## src/rtl/adpll_pkg.sv

```systemverilog
package adpll_pkg;
  typedef struct packed {
    logic up;
    logic dn;
  } step_t;
endpackage

```

## src/rtl/adpll_edge_det.sv

```systemverilog
module adpll_edge_det #(
  parameter int SYNC_N = 2
) (
  input  logic                clk,
  input  logic                rst_n,
  input  logic                ref_in,
  input  logic                dco_msb,
  output adpll_pkg::step_t    step_o
);
  localparam int HIST = SYNC_N;

  logic [HIST:0] sync_q, sync_d;
  logic          msb_q, msb_d;

  always_comb begin
    sync_d = {sync_q[HIST-1:0], ref_in};
    msb_d  = dco_msb;
  end

  always_ff @(posedge clk or negedge rst_n) begin
    if (!rst_n) begin
      sync_q <= '0;
      msb_q  <= 1'b0;
    end else begin
      sync_q <= sync_d;
      msb_q  <= msb_d;
    end
  end

  always_comb begin
    step_o.up = sync_q[HIST-1] & ~sync_q[HIST];
    step_o.dn = dco_msb & ~msb_q;
  end
endmodule

```

## src/rtl/adpll_loop_cnt.sv

```systemverilog
module adpll_loop_cnt #(
  parameter int CNT_W  = 8,
  parameter int CNT_LO = 4,
  parameter int CNT_HI = 250
) (
  input  logic                clk,
  input  logic                rst_n,
  input  logic [CNT_W-1:0]    nominal_word,
  input  adpll_pkg::step_t    step_i,
  output logic [CNT_W-1:0]    cnt_o,
  output logic                load_o
);
  localparam logic [CNT_W-1:0] LO_V = CNT_W'(CNT_LO);
  localparam logic [CNT_W-1:0] HI_V = CNT_W'(CNT_HI);

  logic [CNT_W-1:0] cnt_q, cnt_d;
  logic             load_q, load_d;

  always_comb begin
    cnt_d  = cnt_q;
    load_d = 1'b0;
    if (load_q) begin
      cnt_d = nominal_word;
    end else begin
      unique case ({step_i.up, step_i.dn})
        2'b10:   cnt_d = (cnt_q >= HI_V) ? cnt_q : cnt_q + CNT_W'(1);
        2'b01:   cnt_d = (cnt_q <= LO_V) ? cnt_q : cnt_q - CNT_W'(1);
        default: cnt_d = cnt_q;
      endcase
    end
  end

  always_ff @(posedge clk or negedge rst_n) begin
    if (!rst_n) begin
      cnt_q  <= '0;
      load_q <= 1'b1;
    end else begin
      cnt_q  <= cnt_d;
      load_q <= load_d;
    end
  end

  assign cnt_o  = cnt_q;
  assign load_o = load_q;
endmodule

```

## src/rtl/adpll_dco.sv

```systemverilog
module adpll_dco #(
  parameter int CNT_W = 8,
  parameter int ACC_W = 12
) (
  input  logic              clk,
  input  logic              rst_n,
  input  logic [CNT_W-1:0]  freq_word,
  output logic [ACC_W-1:0]  acc_o,
  output logic              msb_o
);
  logic [ACC_W-1:0] acc_q, acc_d;

  always_comb acc_d = acc_q + ACC_W'(freq_word);

  always_ff @(posedge clk or negedge rst_n) begin
    if (!rst_n) acc_q <= '0;
    else        acc_q <= acc_d;
  end

  assign acc_o = acc_q;
  assign msb_o = acc_q[ACC_W-1];
endmodule

```

## src/rtl/adpll_lock_mon.sv

```systemverilog
module adpll_lock_mon #(
  parameter int CNT_W = 8,
  parameter int RUN_W = 4
) (
  input  logic              clk,
  input  logic              rst_n,
  input  logic              load_i,
  input  logic              ref_step_i,
  input  logic [CNT_W-1:0]  cnt_i,
  input  logic [CNT_W-1:0]  nominal_word,
  input  logic [RUN_W-1:0]  lock_edges,
  output logic              locked_o
);
  localparam logic [RUN_W-1:0] RUN_MAX = '1;

  logic [CNT_W-1:0] snap_q, snap_d;
  logic [RUN_W-1:0] run_q, run_d;
  logic             quiet;

  always_comb begin
    quiet = (cnt_i == snap_q) ||
            (cnt_i == snap_q + CNT_W'(1)) ||
            (snap_q == cnt_i + CNT_W'(1));
    snap_d = snap_q;
    run_d  = run_q;
    if (load_i) begin
      snap_d = nominal_word;
      run_d  = '0;
    end else if (ref_step_i) begin
      snap_d = cnt_i;
      if (quiet) run_d = (run_q == RUN_MAX) ? run_q : run_q + RUN_W'(1);
      else       run_d = '0;
    end
  end

  always_ff @(posedge clk or negedge rst_n) begin
    if (!rst_n) begin
      snap_q <= '0;
      run_q  <= '0;
    end else begin
      snap_q <= snap_d;
      run_q  <= run_d;
    end
  end

  assign locked_o = (run_q >= lock_edges);
endmodule

```

## src/rtl/edge_count_adpll.sv

```systemverilog
module edge_count_adpll #(
  parameter int CNT_W  = 8,
  parameter int ACC_W  = 12,
  parameter int CNT_LO = 4,
  parameter int CNT_HI = 250,
  parameter int RUN_W  = 4,
  parameter int SYNC_N = 2
) (
  input  logic              clk,
  input  logic              rst_n,
  input  logic              ref_in,
  input  logic [CNT_W-1:0]  nominal_word,
  input  logic [RUN_W-1:0]  lock_edges,
  output logic              dco_clk_o,
  output logic [CNT_W-1:0]  ctrl_word_o,
  output logic              locked_o
);
  adpll_pkg::step_t step_w;
  logic [CNT_W-1:0] cnt_w;
  logic [ACC_W-1:0] acc_w;
  logic             msb_w;
  logic             load_w;

  adpll_edge_det #(.SYNC_N(SYNC_N)) u_det (
    .clk(clk), .rst_n(rst_n), .ref_in(ref_in), .dco_msb(msb_w), .step_o(step_w)
  );

  adpll_loop_cnt #(.CNT_W(CNT_W), .CNT_LO(CNT_LO), .CNT_HI(CNT_HI)) u_cnt (
    .clk(clk), .rst_n(rst_n), .nominal_word(nominal_word), .step_i(step_w),
    .cnt_o(cnt_w), .load_o(load_w)
  );

  adpll_dco #(.CNT_W(CNT_W), .ACC_W(ACC_W)) u_dco (
    .clk(clk), .rst_n(rst_n), .freq_word(cnt_w), .acc_o(acc_w), .msb_o(msb_w)
  );

  adpll_lock_mon #(.CNT_W(CNT_W), .RUN_W(RUN_W)) u_lock (
    .clk(clk), .rst_n(rst_n), .load_i(load_w), .ref_step_i(step_w.up),
    .cnt_i(cnt_w), .nominal_word(nominal_word), .lock_edges(lock_edges),
    .locked_o(locked_o)
  );

  assign dco_clk_o   = msb_w;
  assign ctrl_word_o = cnt_w;
endmodule

```

## config.mk

```make
export PLATFORM = sky130hd
export DESIGN_NAME = edge_count_adpll
export DESIGN_NICKNAME = d
export VERILOG_FILES = /design/src/rtl/adpll_pkg.sv /design/src/rtl/adpll_edge_det.sv /design/src/rtl/adpll_loop_cnt.sv /design/src/rtl/adpll_dco.sv /design/src/rtl/adpll_lock_mon.sv /design/src/rtl/edge_count_adpll.sv
export SDC_FILE = /design/constraint.sdc
export NUM_CORES = 1
export LEC_CHECK = 0
export ABC_AREA = 1
export BUFFER_PORTS_ARGS = -buffer_cell sky130_fd_sc_hd__buf_2
export CAP_MARGIN = 20
export CORE_MARGIN = 4
export CORE_UTILIZATION = 35
export DETAILED_ROUTE_END_ITERATION = 12
export SYNTH_ARGS = -nofsm -noshare
export SYNTH_HDL_FRONTEND = slang
export SYNTH_HIERARCHICAL = 1
export SYNTH_SLANG_ARGS = --single-unit
```

## constraint.sdc

```tcl
create_clock -name clk -period 1.7 [get_ports clk]
set_clock_uncertainty 0.05 [all_clocks]
set_input_delay 0.17 -clock clk [delete_from_list [all_inputs] [get_ports clk]]
set_output_delay 0.17 -clock clk [all_outputs]
set_load 0.02 [all_outputs]
```

== Yosys cells after proc, flatten, opt, wreduce, memory -nomap -nowiden ==
Index checks and enable logic that the tools add are counted.

* Add/subtract/negate cells: 5
* Equal/unequal tests: 9
* Divide/modulo/power cells: 0
* Reduce and logical (&&, ||, !) cells: 6
* Magnitude comparators: 3
* Multipliers: 0
* Bitwise operators: 4
* Muxes and demuxes: 10
* Shifts and indexed selects: 0

{| class="wikitable"
|+ Operator list
! cell !! number
|-
| 2-to-1 mux 8 bit || 5
|-
| equality test 8 bit || 3
|-
| adder 8 x 1 -> 8 bit (second input constant) || 2
|-
| 2-to-1 mux 4 bit || 4
|-
| one-hot mux 8 bit (2 select lines) || 1
|-
| adder 12 x 8 -> 12 bit || 1
|-
| greater-or-equal comparator 8 bit (second input constant) || 1
|-
| <= comparator 8 x 3 -> 1 bit (second input constant) || 1
|-
| subtractor 8 x 1 -> 8 bit (second input constant) || 1
|-
| != test 3 x 2 -> 1 bit (second input constant) || 2
|-
| adder 4 x 1 -> 4 bit (second input constant) || 1
|-
| equality test 4 bit (second input constant) || 1
|-
| greater-or-equal comparator 4 bit || 1
|-
| != test 3 bit (second input constant) || 1
|-
| AND reduction 3 bit || 1
|-
| nonzero test 3 bit || 1
|-
| bitwise AND 1 bit || 2
|-
| equality test 2 x 1 -> 1 bit (second input constant) || 1
|-
| equality test 2 bit (second input constant) || 1
|-
| logical OR 1 bit || 2
|-
| NOT 1 bit || 2
|-
| AND reduction 2 bit || 1
|-
| nonzero test 2 bit || 1
|}

* Output and inout bits: 10
* Bits of input ports: 15
* Bits in read-only memories: 0
* Bits in latches: 0
* Memory bits (writable): 0
* Memories: 0
* Bits in registers: 37
* Logic and storage cells: 44

== Depth between registers and ports, before layout ==
Gate-level depths: netlist (run 1).

* Word-level depth: 7
* Mapped depth: 19
* Depth with buffers taken out: 18

== By module ==
The synthesis (run 1) kept the hierarchy.

{| class="wikitable"
|+ By module, submodules not included
! module !! cells an instance !! seq. area each (um^2) !! area each (um^2) !! instances
|-
| adpll_lock_mon || 230 || 300.3 || 1318.8 || 1
|-
| adpll_loop_cnt || 142 || 226.5 || 882.1 || 1
|-
| adpll_dco || 117 || 300.3 || 855.8 || 1
|-
| adpll_edge_det || 8 || 100.1 || 120.1 || 1
|}

== Worst setup path after synthesis (run 1) ==
No wires, ideal clock.

* Path type: reg2reg
* Start: reg u_dco.acc_q[11] (netlist: u_dco/acc_o[11])
* End: reg u_cnt.cnt_q[4] (netlist: u_cnt/cnt_o[4])
* Path slack: -0.315 ns
* Buffers on the path: 1
* Required time: 1.532 ns
* Stages on the path, launching flop included: 18
* Arrival time: 1.847 ns
* Cells stage by stage: dfrtp_1 > inv_1 > nor2_2 > nand2_2 > buf_6 > nand2_4 > nand2_1 > inv_1 > ha_1 > inv_1 > nand2_1 > nand3_1 > nor2_1 > nor2_1 > nand2_1 > nand3_1 > nand3_1 > nand2_1

{| class="wikitable"
|+ RTL lines
! item !! line !! source
|-
| start, declared || adpll_dco.sv:11 || <nowiki>logic [ACC_W-1:0] acc_q, acc_d;</nowiki>
|-
| start signal, assigned || adpll_dco.sv:16 || <nowiki>if (!rst_n) acc_q <= '0;</nowiki>
|-
| start signal, assigned || adpll_dco.sv:17 || <nowiki>else acc_q <= acc_d;</nowiki>
|-
| end signal, assigned || adpll_loop_cnt.sv:38 || <nowiki>cnt_q <= cnt_d;</nowiki>
|-
| end, declared || adpll_loop_cnt.sv:16 || <nowiki>logic [CNT_W-1:0] cnt_q, cnt_d;</nowiki>
|}

== Worst setup path in the final report (run 1) ==
* Start: reg u_cnt.cnt_q[1] (netlist: u_cnt/cnt_o[1])
* End: reg u_lock.run_q[3]

* Cells in the longest elaborated chain, start to end: 6
* Elaborated cells on any way between the ends: 11
* Classes of those cells: add/sub: 1; eq/ne: 4; mux: 3; reduce/logical: 3

{| class="wikitable"
|+ RTL lines
! item !! line !! source
|-
| adder 8 x 1 -> 8 bit, or another cell as far along || adpll_lock_mon.sv:23 || <nowiki>(snap_q == cnt_i + CNT_W'(1));</nowiki>
|-
| equality test 8 bit or logical OR 1 bit (tied branches) || adpll_lock_mon.sv:23, adpll_lock_mon.sv:21 ||
|-
| logical OR 1 bit * || adpll_lock_mon.sv:22 || <nowiki>(cnt_i == snap_q + CNT_W'(1)) ||</nowiki>
|-
| 2-to-1 mux 4 bit || adpll_lock_mon.sv:31 || <nowiki>if (quiet) run_d = (run_q == RUN_MAX) ? run_q : run_q + RUN_W'(1);</nowiki>
|-
| 2-to-1 mux 4 bit || adpll_lock_mon.sv:29 || <nowiki>end else if (ref_step_i) begin</nowiki>
|-
| 2-to-1 mux 4 bit || adpll_lock_mon.sv:26 || <nowiki>if (load_i) begin</nowiki>
|-
| end signal, assigned || adpll_lock_mon.sv:42 || <nowiki>run_q <= run_d;</nowiki>
|-
| end, declared || adpll_lock_mon.sv:17 || <nowiki>logic [RUN_W-1:0] run_q, run_d;</nowiki>
|}

Every way passes the cells marked *; elsewhere a longest branch is shown, timed or not. The select of a mux whose other input is x is not followed.
A chain may end at the register's enable or synchronous reset.

==> results.sh, run 1 <==
export IMPL_final_core_util_pct=49.7
export IMPL_core_area_um2=8760
export IMPL_final_min_period_over_clock_period_pct=110
export IMPL_rsz0062_at_grt="true"
export IMPL_layoutNonFillerInstCount=702
export IMPL_crit_path_cell_trace="ha_4, inv_2, nand2_1, nand2_1, nor2_2, nand2_1, nor2_1, nand3_1, nor2_2, nor2_2, nor2_4, nand4_1, nand2_1"
export IMPL_cts_made_buffers=5
export IMPL_crit_path_max_fanout=4
export IMPL_weighted_congestion_at_the_end_of_routability_driven_global_placement=0.942
export IMPL_drt_vias_per_instance=4.92
export IMPL_grt_pass1_vias=3244
export IMPL_power_per_cell_area_nw_per_um2=1860
export IMPL_io_buffers=24
export IMPL_run_status="finished, violations left"
export IMPL_hold_viol_final=0
export IMPL_cts_root_buf="sky130_fd_sc_hd__clkbuf_8"
export IMPL_post_synth_inst_count=496
export IMPL_dp_slack_ns=-0.169
export IMPL_firstDrtPassIters=4
export IMPL_pin_count=25
export IMPL_remaining_drc_errors=0
export IMPL_floorplan_die_height_um=103
export IMPL_required_ns=1.88
export IMPL_die_width_um=103
export IMPL_drt_antenna_violating_nets=0
export IMPL_ctsLongestPathBuffers=2
export IMPL_ctsHtreeMaxLevel=2
export IMPL_critical_path_s_slowest_cell="sky130_fd_sc_hd__dfrtp_2"
export IMPL_worst_setup_path_start_kind="register"
export IMPL_grt_remaining_overflow=0
export IMPL_timing_final_crit_period_ns=1.87
export IMPL_antenna_found_initial=0
export IMPL_areaGrowthSynthToFinish_pct=37.5
export IMPL_worst_hold_path_type="in -> reg"
export IMPL_die_area_um2=10600
export IMPL_cp_slowest_stage_delay_ns=0.46
export IMPL_cts_clk_slew_worst_paths_ns=0.08
export IMPL_violations_in_the_final_reports="negative setup slack"
export IMPL_timing_final_setup_violations=16
export IMPL_crit_arrival_ns=2.06
export IMPL_buffer_and_inverter_count_on_the_worst_path=1
export IMPL_yosysWarnings=6
export IMPL_worst_setup_path_type="reg -> reg"
export IMPL_nNetsFinal=625
export IMPL_rows=34
export IMPL_drt_first_iter_violations=150
export IMPL_drv_max_cap_violation_count=0
export IMPL_maximum_number_of_pins_on_one_net_before_global_route_repair=38
export IMPL_wirelength_per_cell_um=13.0
export IMPL_vdd_ir_drop_worst_mv=0.977
export IMPL_clock_fmax_mhz=534
export IMPL_dp_cells=668
export IMPL_global_router_s_overall_resource_usage_pct=17.1
export IMPL_antenna_cells_inserted=0
export IMPL_layout_drive_gt1_share_pct=34.2
export IMPL_syn_avg_cell_area_um2=6.39
export IMPL_timing_critical_path_mode_cell="sky130_fd_sc_hd__nand2_1"
export IMPL_report_final_slew_viol_count=0
export IMPL_postSynthNetCount=528
export IMPL_worstSetupEndpointType="register"
export IMPL_route_vias_total=3456
export IMPL_clock_sinks=37
export IMPL_grt_first_pass_wirelength_mm=14.4
export IMPL_wl_mm=9.11
export IMPL_tritoncts="yes"
export IMPL_floorplan_initialDensity_pct=36.2
export IMPL_dp_final_hpwl_mm=6.68
export IMPL_path_delay_family="simple AND/OR/NAND/NOR gates"
export IMPL_p_leak_uw=0.00234
export IMPL_clock_latency_late_sink_ns=0.30
export IMPL_post_synth_instance_area_um2=3170
export IMPL_setup_ws_ns=-0.174
==> routing by layer <==
layer / track usage, % / share of wire, % / vias up
met3: 2.30 / 4.6 / 23
met2: 29.9 / 50 / 73
li1: - / - / 1756
met1: 20.9 / 42 / 1604
met5: 0 / 0 / -
met4: 7.47 / 2.6 / 0
==> state kept, by name, summed over array words and instances, names as in the netlist <==
name	flops
u_lock/snap_q	8
u_cnt/load_o	1
u_cnt/cnt_o	8
u_det/msb_q	1
u_lock/run_q	4
u_dco/acc_o	12
u_det/sync_q	3
==> path summary, 6_finish.rpt <==
check,start,to,slack [ns],depth (start not counted)
setup / recovery,u_cnt/cnt_o[1],u_lock/run_q[3],-0.17,13
max in group asynchronous,rst_n,u_cnt/cnt_o[6],0.82,3
min in group asynchronous,rst_n,u_dco/acc_o[10],0.40,3
hold / removal,nominal_word[6],u_lock/snap_q[6],0.07,3
hold reg to reg,u_det/sync_q[0],u_det/sync_q[1],0.31,0
setup reg to reg,u_cnt/cnt_o[1],u_lock/run_q[3],-0.17,13
==> layout by cell type (no fill, tap or decap), types with 7 or more instances in the layout <==
cell type	instances
sky130_fd_sc_hd__xor2_1	10
sky130_fd_sc_hd__nand2_2	23
sky130_fd_sc_hd__inv_2	12
sky130_fd_sc_hd__nor2_2	12
sky130_fd_sc_hd__o211ai_1	7
sky130_fd_sc_hd__buf_6	9
sky130_fd_sc_hd__a21oi_1	11
sky130_fd_sc_hd__nand2_1	170
sky130_fd_sc_hd__buf_4	59
sky130_fd_sc_hd__dfrtp_1	28
sky130_fd_sc_hd__clkbuf_8	7
sky130_fd_sc_hd__nand3_2	13
sky130_fd_sc_hd__nand2_4	7
sky130_fd_sc_hd__inv_1	56
sky130_fd_sc_hd__ha_1	7
sky130_fd_sc_hd__dfrtp_2	8
sky130_fd_sc_hd__buf_2	23
sky130_fd_sc_hd__nand3_1	42
sky130_fd_sc_hd__nor2_1	33
sky130_fd_sc_hd__nand4_1	12
==> worst reg2reg max path, cell delays in order (launching register included) <==
cell	delay (ns)
sky130_fd_sc_hd__dfrtp_2	0.46
sky130_fd_sc_hd__ha_4	0.29
sky130_fd_sc_hd__inv_2	0.03
sky130_fd_sc_hd__nand2_1	0.04
sky130_fd_sc_hd__nand2_1	0.06
sky130_fd_sc_hd__nor2_2	0.12
sky130_fd_sc_hd__nand2_1	0.08
sky130_fd_sc_hd__nor2_1	0.08
sky130_fd_sc_hd__nand3_1	0.09
sky130_fd_sc_hd__nor2_2	0.14
sky130_fd_sc_hd__nor2_2	0.07
sky130_fd_sc_hd__nor2_4	0.11
sky130_fd_sc_hd__nand4_1	0.09
sky130_fd_sc_hd__nand2_1	0.10
==> metrics by stage <==
stage | setup TNS, ns | hold WS [ns] | cell area, um^2 | total power (uW)
6_report | -1.06 | 0.0681 | 4360 | 8110
3_5_place_dp | -1.25 | 0.210 | 3740 | 6090
5_1_grt | -2.97 | 0.0837 | 4360 | 8840
2_1_floorplan | -0.486 | -0.176 | 3180 | 4600
4_1_cts | -0.813 | 0.0636 | 3930 | 6960
3_3_place_gp | -1.07 | 0.203 | 3740 | 6040
==> power by group <==
| group | internal (uW) | leakage, uW | total [uW] | switching [uW] |
|---|---|---|---|---|
| clock | 367 | 0.0000542 | 697 | 330 |
| sequential | 1210 | 0.000441 | 1610 | 395 |
| combinational | 2610 | 0.00184 | 5810 | 3200 |
| total | 4190 | 0.00234 | 8110 | 3920 |
==> layout make-up <==
class | instances | area [um^2]
multi-input combinational | 384 | 2220
sequential | 37 | 937
clock buffer | 7 | 96.3
clock inverter | 1 | 5.00
tap | 108 | 135
fill | 873 | 4400
timing repair buffer | 95 | 699
inverter | 70 | 267
==> timing repair <==
action                                 4_1_cts  5_1_grt
pin swaps                                    9       33
hold buffers                                 2        0
setup buffers                                3       21
endpoints found under the hold margin       37        0
setup endpoints to repair                   19       20
gates resized for setup                     17       72
(Power assumes the default switching activity.)
==> run 2: changes to the inputs <==
BUFFER_PORTS_ARGS = not set   (was -buffer_cell sky130_fd_sc_hd__buf_2)
DONT_BUFFER_PORTS = 1   (was not set)
HOLD_SLACK_MARGIN = 0.05   (was not set)
==> results.sh, run 2 (synthesized netlist as in run 1, its figures left out) <==
export IMPL_drt_antenna_violating_nets=0
export IMPL_core_area_um2=8760
export IMPL_ctsLongestPathBuffers=2
export IMPL_rr_worst_depth=16
export IMPL_io_buffers=0
export IMPL_drt_vias_per_instance=4.84
export IMPL_multi_input_area_um2=2140
export IMPL_final_core_util_pct=47.4
export IMPL_clock_fmax_mhz=547
export IMPL_postPlaceCellArea_um2=3620
export IMPL_p_seq_share_pct=20.4
export IMPL_drv_max_cap_violation_count=0
export IMPL_crit_path_max_fanout=3
export IMPL_pin_count=25
export IMPL_grt_pass1_vias=3112
export IMPL_power_per_cell_area_nw_per_um2=1810
export IMPL_layout_drive_gt1_share_pct=24.6
export IMPL_worstSetupEndpointType="register"
export IMPL_holdPathStages=4
export IMPL_r2r_start="u_dco/acc_o[11]"
export IMPL_timing_final_crit_period_ns=1.83
export IMPL_floorplan_die_height_um=103
export IMPL_required_ns=1.84
export IMPL_timing_critical_path_mode_cell="sky130_fd_sc_hd__inv_2"
export IMPL_path_delay_family="simple AND/OR/NAND/NOR gates"
export IMPL_report_final_slew_viol_count=0
export IMPL_net_switching_power_figure_uw=3670
export IMPL_worst_setup_path_type="reg -> reg"
export IMPL_ff_latch_area_um2=933
export IMPL_die_area_um2=10600
export IMPL_hp_start="nominal_word[2]"
export IMPL_antenna_cells_inserted=0
export IMPL_areaGrowthSynthToFinish_pct=31.0
export IMPL_route_vias_total=3274
export IMPL_dp_final_hpwl_mm=6.47
export IMPL_r2r_end="u_cnt/cnt_o[4]"
export IMPL_dp_slack_ns=-0.157
export IMPL_worst_hold_path_type="in -> reg"
export IMPL_tritoncts="yes"
export IMPL_clock_sinks=37
export IMPL_run_status="finished, violations left"
export IMPL_final_instance_area_um2=4150
export IMPL_switching_share_pct=48.7
export IMPL_antenna_found_initial=0
export IMPL_worstHoldEndpoint="u_cnt/cnt_o[2]"
export IMPL_timing_final_setup_violations=12
export IMPL_rrSetupSlack_ns=-0.13
export IMPL_maximum_number_of_pins_on_one_net_before_global_route_repair=38
export IMPL_firstDrtPassIters=4
export IMPL_cts_clk_slew_worst_paths_ns=0.08
export IMPL_crit_path_cell_trace="inv_2, nor2_4, nand2_4, nand2_4, nand2_2, inv_2, ha_4, inv_2, nand2_2, nand3_2, nor2_4, nor2_2, nand2_1, nand3_1, nand3_1, nand2_1"
export IMPL_drt_first_iter_violations=148
export IMPL_mostFrequentLayoutCell="sky130_fd_sc_hd__nand2_1"
export IMPL_final_min_period_over_clock_period_pct=108
export IMPL_vdd_ir_drop_worst_mv=0.912
export IMPL_grt_first_pass_wirelength_mm=14.0
export IMPL_setup_ws_ns=-0.129
export IMPL_ctsHtreeMaxLevel=2
export IMPL_floorplan_initialDensity_pct=36.2
export IMPL_cts_made_buffers=5
export IMPL_p_leak_uw=0.00219
export IMPL_worst_setup_path_start_kind="register"
export IMPL_critical_path_s_slowest_cell="sky130_fd_sc_hd__dfrtp_2"
export IMPL_wirelength_per_cell_um=13.1
export IMPL_internal_pwr_total_uw=3860
export IMPL_violations_in_the_final_reports="negative setup slack"
export IMPL_grt_remaining_overflow=0
export IMPL_remaining_drc_errors=0
export IMPL_cts_root_buf="sky130_fd_sc_hd__clkbuf_8"
export IMPL_combPwrFrac_pct=70.7
export IMPL_buffer_and_inverter_count_on_the_worst_path=3
export IMPL_power_clock_fraction_pct=8.9
export IMPL_totalNegativeSetupSlack_ns=-0.977
export IMPL_fillers=875
export IMPL_hold_viol_final=0
export IMPL_total_power_uw=7520
export IMPL_die_width_um=103
export IMPL_crit_arrival_ns=1.97
export IMPL_cp_slowest_stage_delay_ns=0.37
export IMPL_global_router_s_overall_resource_usage_pct=16.8
export IMPL_nNetsFinal=599
export IMPL_leading_cell_types_in_the_layout_fill_and_taps_excluded="sky130_fd_sc_hd__nand2_1 (181), sky130_fd_sc_hd__inv_1 (58), sky130_fd_sc_hd__buf_4 (51), sky130_fd_sc_hd__nand3_1 (47), sky130_fd_sc_hd__nor2_1 (39)"
export IMPL_wl_mm=8.83
export IMPL_clock_latency_late_sink_ns=0.30
export IMPL_weighted_congestion_at_the_end_of_routability_driven_global_placement=0.911
export IMPL_rows=34
export IMPL_largest_register_ffs=12
export IMPL_rsz0062_at_grt="true"
run 2: layer usage:
| layer | global-route usage, % | vias to the layer above | part of all wire [%] |
|---|---|---|---|
| met4 | 6.97 | 0 | 1.5 |
| met5 | 0 | - | 0 |
| met3 | 3.38 | 10 | 3.6 |
| li1 | - | 1708 | - |
| met1 | 19.9 | 1500 | 44 |
| met2 | 29.5 | 56 | 51 |
run 2: repair_timing:
action,in CTS,in global routing
setup endpoints to repair,16,20
gates resized for setup,17,31
hold buffers,11,0
gates cloned,0,1
endpoints found under the hold margin,47,0
pin swaps,7,18
setup buffers,4,12
run 2: worst max-delay path by stage:
stage / start / end / slack [ns] / cells after the start
2_1_floorplan: u_dco/acc_o[11] / u_cnt/cnt_o[4] / -0.16 / 17
4_1_cts: u_det/sync_q[1] / u_cnt/cnt_o[6] / -0.06 / 18
6_report: u_dco/acc_o[11] / u_cnt/cnt_o[4] / -0.13 / 16
3_3_place_gp: u_det/sync_q[1] / u_cnt/cnt_o[6] / -0.12 / 17
3_5_place_dp: u_det/sync_q[1] / u_cnt/cnt_o[6] / -0.16 / 17
5_1_grt: u_det/sync_q[1] / u_cnt/cnt_o[4] / -0.26 / 17
run 2: layout make-up:
| type | instances | share of cell area [%] |
|---|---|---|
| clock buffers | 7 | 2.08 |
| repair buffers | 68 | 14.2 |
| multi-input cells | 385 | 51.4 |
| inverters | 70 | 6.36 |
| flip-flops and latches | 37 | 22.5 |
| well taps | 108 | 3.25 |
| clock inverters | 1 | 0.181 |
run 2: worst register-to-register path: cells and delay by family (launching register included):
| kind | cells | cell delay, ns |
|---|---|---|
| DFF | 1 | 0.37 |
| and+or+nand+nor | 12 | 1.06 |
| adders and majority gates | 1 | 0.12 |
| buffers and inverters | 3 | 0.13 |
run 2: per-stage QoR:
step	hold slack (ns)	std cells
global route	0.0716	676
detailed placement	-0.174	640
CTS	0.0530	663
finish	0.0710	676
floorplan	-0.176	496
global placement	-0.174	640
run 2: power groups by stage:
stage / clock [uW] / sequential, uW / combinational [uW]
floorplan: 0 / 1700 / 2900
global placement: 0 / 1530 / 4450
detailed placement: 0 / 1550 / 4490
CTS: 695 / 1550 / 4700
global route: 748 / 1570 / 5910
finish: 668 / 1530 / 5320
==> run 3: changes to the inputs <==
REMOVE_ABC_BUFFERS = 1   (was not set)
clock period = 2 ns   (was 1.7 ns; I/O delays follow)
==> results.sh, run 3 (synthesized netlist as in run 1, its figures left out) <==
export IMPL_run_status="finished clean"
export IMPL_rsz0062_at_grt="false"
export IMPL_dp_final_hpwl_mm=6.43
export IMPL_worst_setup_path_type="reg -> reg"
export IMPL_grt_pass1_vias=2919
export IMPL_final_min_period_over_clock_period_pct=92.8
export IMPL_floorplan_die_height_um=103
export IMPL_crit_path_start="u_lock/snap_q[1]"
export IMPL_power_clock_fraction_pct=11.9
export IMPL_clock_fmax_mhz=539
export IMPL_final_hold_worst_slack_ns=0.0743
export IMPL_worst_hold_path_type="in -> reg"
export IMPL_grt_first_pass_wirelength_mm=14.1
export IMPL_layout_drive_gt1_share_pct=15.0
export IMPL_required_ns=2.18
export IMPL_power_per_cell_area_nw_per_um2=1510
export IMPL_firstDrtPassIters=4
export IMPL_weighted_congestion_at_the_end_of_routability_driven_global_placement=0.943
export IMPL_nNetsFinal=564
export IMPL_drv_max_cap_violation_count=0
export IMPL_drt_first_iter_violations=202
export IMPL_drt_vias_per_instance=4.94
export IMPL_remaining_drc_errors=0
export IMPL_rr_worst_depth=13
export IMPL_setup_worst_path_end="u_lock/run_q[3]"
export IMPL_combPwrFrac_pct=63.0
export IMPL_final_instance_area_um2=3720
export IMPL_totalNegativeSetupSlack_ns=0
export IMPL_leading_cell_types_in_the_layout_fill_and_taps_excluded="sky130_fd_sc_hd__nand2_1 (185), sky130_fd_sc_hd__inv_1 (64), sky130_fd_sc_hd__nand3_1 (54), sky130_fd_sc_hd__nor2_1 (42), sky130_fd_sc_hd__dfrtp_1 (28)"
export IMPL_rrSetupSlack_ns=0.14
export IMPL_dp_cells=618
export IMPL_final_core_util_pct=42.5
export IMPL_largest_register_ffs=12
export IMPL_timing_critical_path_mode_cell="sky130_fd_sc_hd__nand2_1"
export IMPL_wl_mm=8.45
export IMPL_clock_sinks=37
export IMPL_cts_root_buf="sky130_fd_sc_hd__clkbuf_8"
export IMPL_r2r_start="u_lock/snap_q[1]"
export IMPL_postPlaceCellArea_um2=3410
export IMPL_drt_antenna_violating_nets=0
export IMPL_layoutNonFillerInstCount=641
export IMPL_antenna_found_initial=0
export IMPL_cts_made_buffers=5
export IMPL_p_leak_uw=0.00201
export IMPL_clock_latency_late_sink_ns=0.30
export IMPL_vdd_ir_drop_worst_mv=0.583
export IMPL_p_seq_share_pct=25.1
export IMPL_rows=34
export IMPL_wirelength_per_cell_um=13.2
export IMPL_global_router_s_overall_resource_usage_pct=17.0
export IMPL_grt_remaining_overflow=0
export IMPL_internal_pwr_total_uw=2760
export IMPL_worst_setup_path_start_kind="register"
export IMPL_cp_slowest_stage_delay_ns=0.43
export IMPL_maximum_number_of_pins_on_one_net_before_global_route_repair=38
export IMPL_crit_path_cell_trace="ha_2, inv_1, nand2_1, nand2_1, nor2_1, nand3_1, nor2_1, nand2_1, nand2_1, nor2_2, nor2_4, nand4_1, nand2_1"
export IMPL_core_area_um2=8760
export IMPL_ctsHtreeMaxLevel=2
export IMPL_cts_clk_slew_worst_paths_ns=0.09
export IMPL_floorplan_initialDensity_pct=36.2
export IMPL_route_vias_total=3166
export IMPL_report_final_slew_viol_count=0
export IMPL_crit_arrival_ns=2.04
export IMPL_crit_path_max_fanout=4
export IMPL_critical_path_s_slowest_cell="sky130_fd_sc_hd__dfrtp_2"
export IMPL_timing_final_crit_period_ns=1.86
export IMPL_die_width_um=103
export IMPL_worstSetupEndpointType="register"
export IMPL_mostFrequentLayoutCell="sky130_fd_sc_hd__nand2_1"
export IMPL_ctsLongestPathBuffers=2
export IMPL_hold_viol_final=0
export IMPL_antenna_cells_inserted=0
export IMPL_switching_share_pct=50.8
export IMPL_timing_final_setup_violations=0
export IMPL_die_area_um2=10600
export IMPL_r2r_end="u_lock/run_q[3]"
export IMPL_tritoncts="yes"
export IMPL_pin_count=25
export IMPL_areaGrowthSynthToFinish_pct=17.5
export IMPL_net_switching_power_figure_uw=2860
export IMPL_io_buffers=0
==> run 3: worst min-delay path by stage <==
stage,from,to,depth (start not counted)
floorplan,rst_n,u_cnt/cnt_o[0],0
global placement,rst_n,u_dco/acc_o[8],0
detailed placement,rst_n,u_dco/acc_o[8],0
CTS,nominal_word[4],u_cnt/cnt_o[4],3
global route,nominal_word[4],u_cnt/cnt_o[4],3
finish,nominal_word[4],u_cnt/cnt_o[4],3
==> run 3: critical path: cells and delay by family, from the launching register on <==
| family | cells | cell delay [ns] |
|---|---|---|
| AND/OR/NAND/NOR | 11 | 0.92 |
| buffers and inverters | 1 | 0.04 |
| flip-flops | 1 | 0.43 |
| adder cells (fa/ha/maj) | 1 | 0.34 |
==> run 3: timing repair <==
item | 4_1_cts | 5_1_grt
buffers inserted | 0 | 4
endpoints found under the hold margin | 46 | 0
setup endpoints to repair | 0 | 8
hold buffers | 11 | 0
gates resized for setup | 0 | 20
==> run 3: per-layer routing <==
layer | track usage, % | vias to the layer above | routed length [um]
met2 | 27.6 | 95 | 3990
met3 | 4.13 | 9 | 610
met1 | 22.4 | 1428 | 3750
li1 | - | 1634 | -
met5 | 0 | - | 0
met4 | 5.08 | 0 | 105
==> run 3: per-stage QoR <==
step	worst slack, ns	power [uW]
2_1_floorplan	-0.0216	3850
3_3_place_gp	0.121	4740
3_5_place_dp	0.0576	4790
4_1_cts	0.0335	5520
5_1_grt	0.00238	6230
6_report	0.144	5620
==> run 3: area by class of cell <==
class | instances | area, um^2
fill | 910 | 5040
multi-input combinational | 384 | 1980
sequential | 37 | 937
timing repair buffer | 34 | 300
inverter | 70 | 264
tap | 108 | 135
clock buffer | 6 | 72.6
clock inverter | 2 | 38.8
==> run 3: power groups by stage <==
stage               sequential [uW]  clock, uW  combinational, uW
global route                   1450        732               4050
finish                         1410        670               3540
CTS                            1390        695               3430
detailed placement             1410          0               3380
floorplan                      1450          0               2400
global placement               1400          0               3340
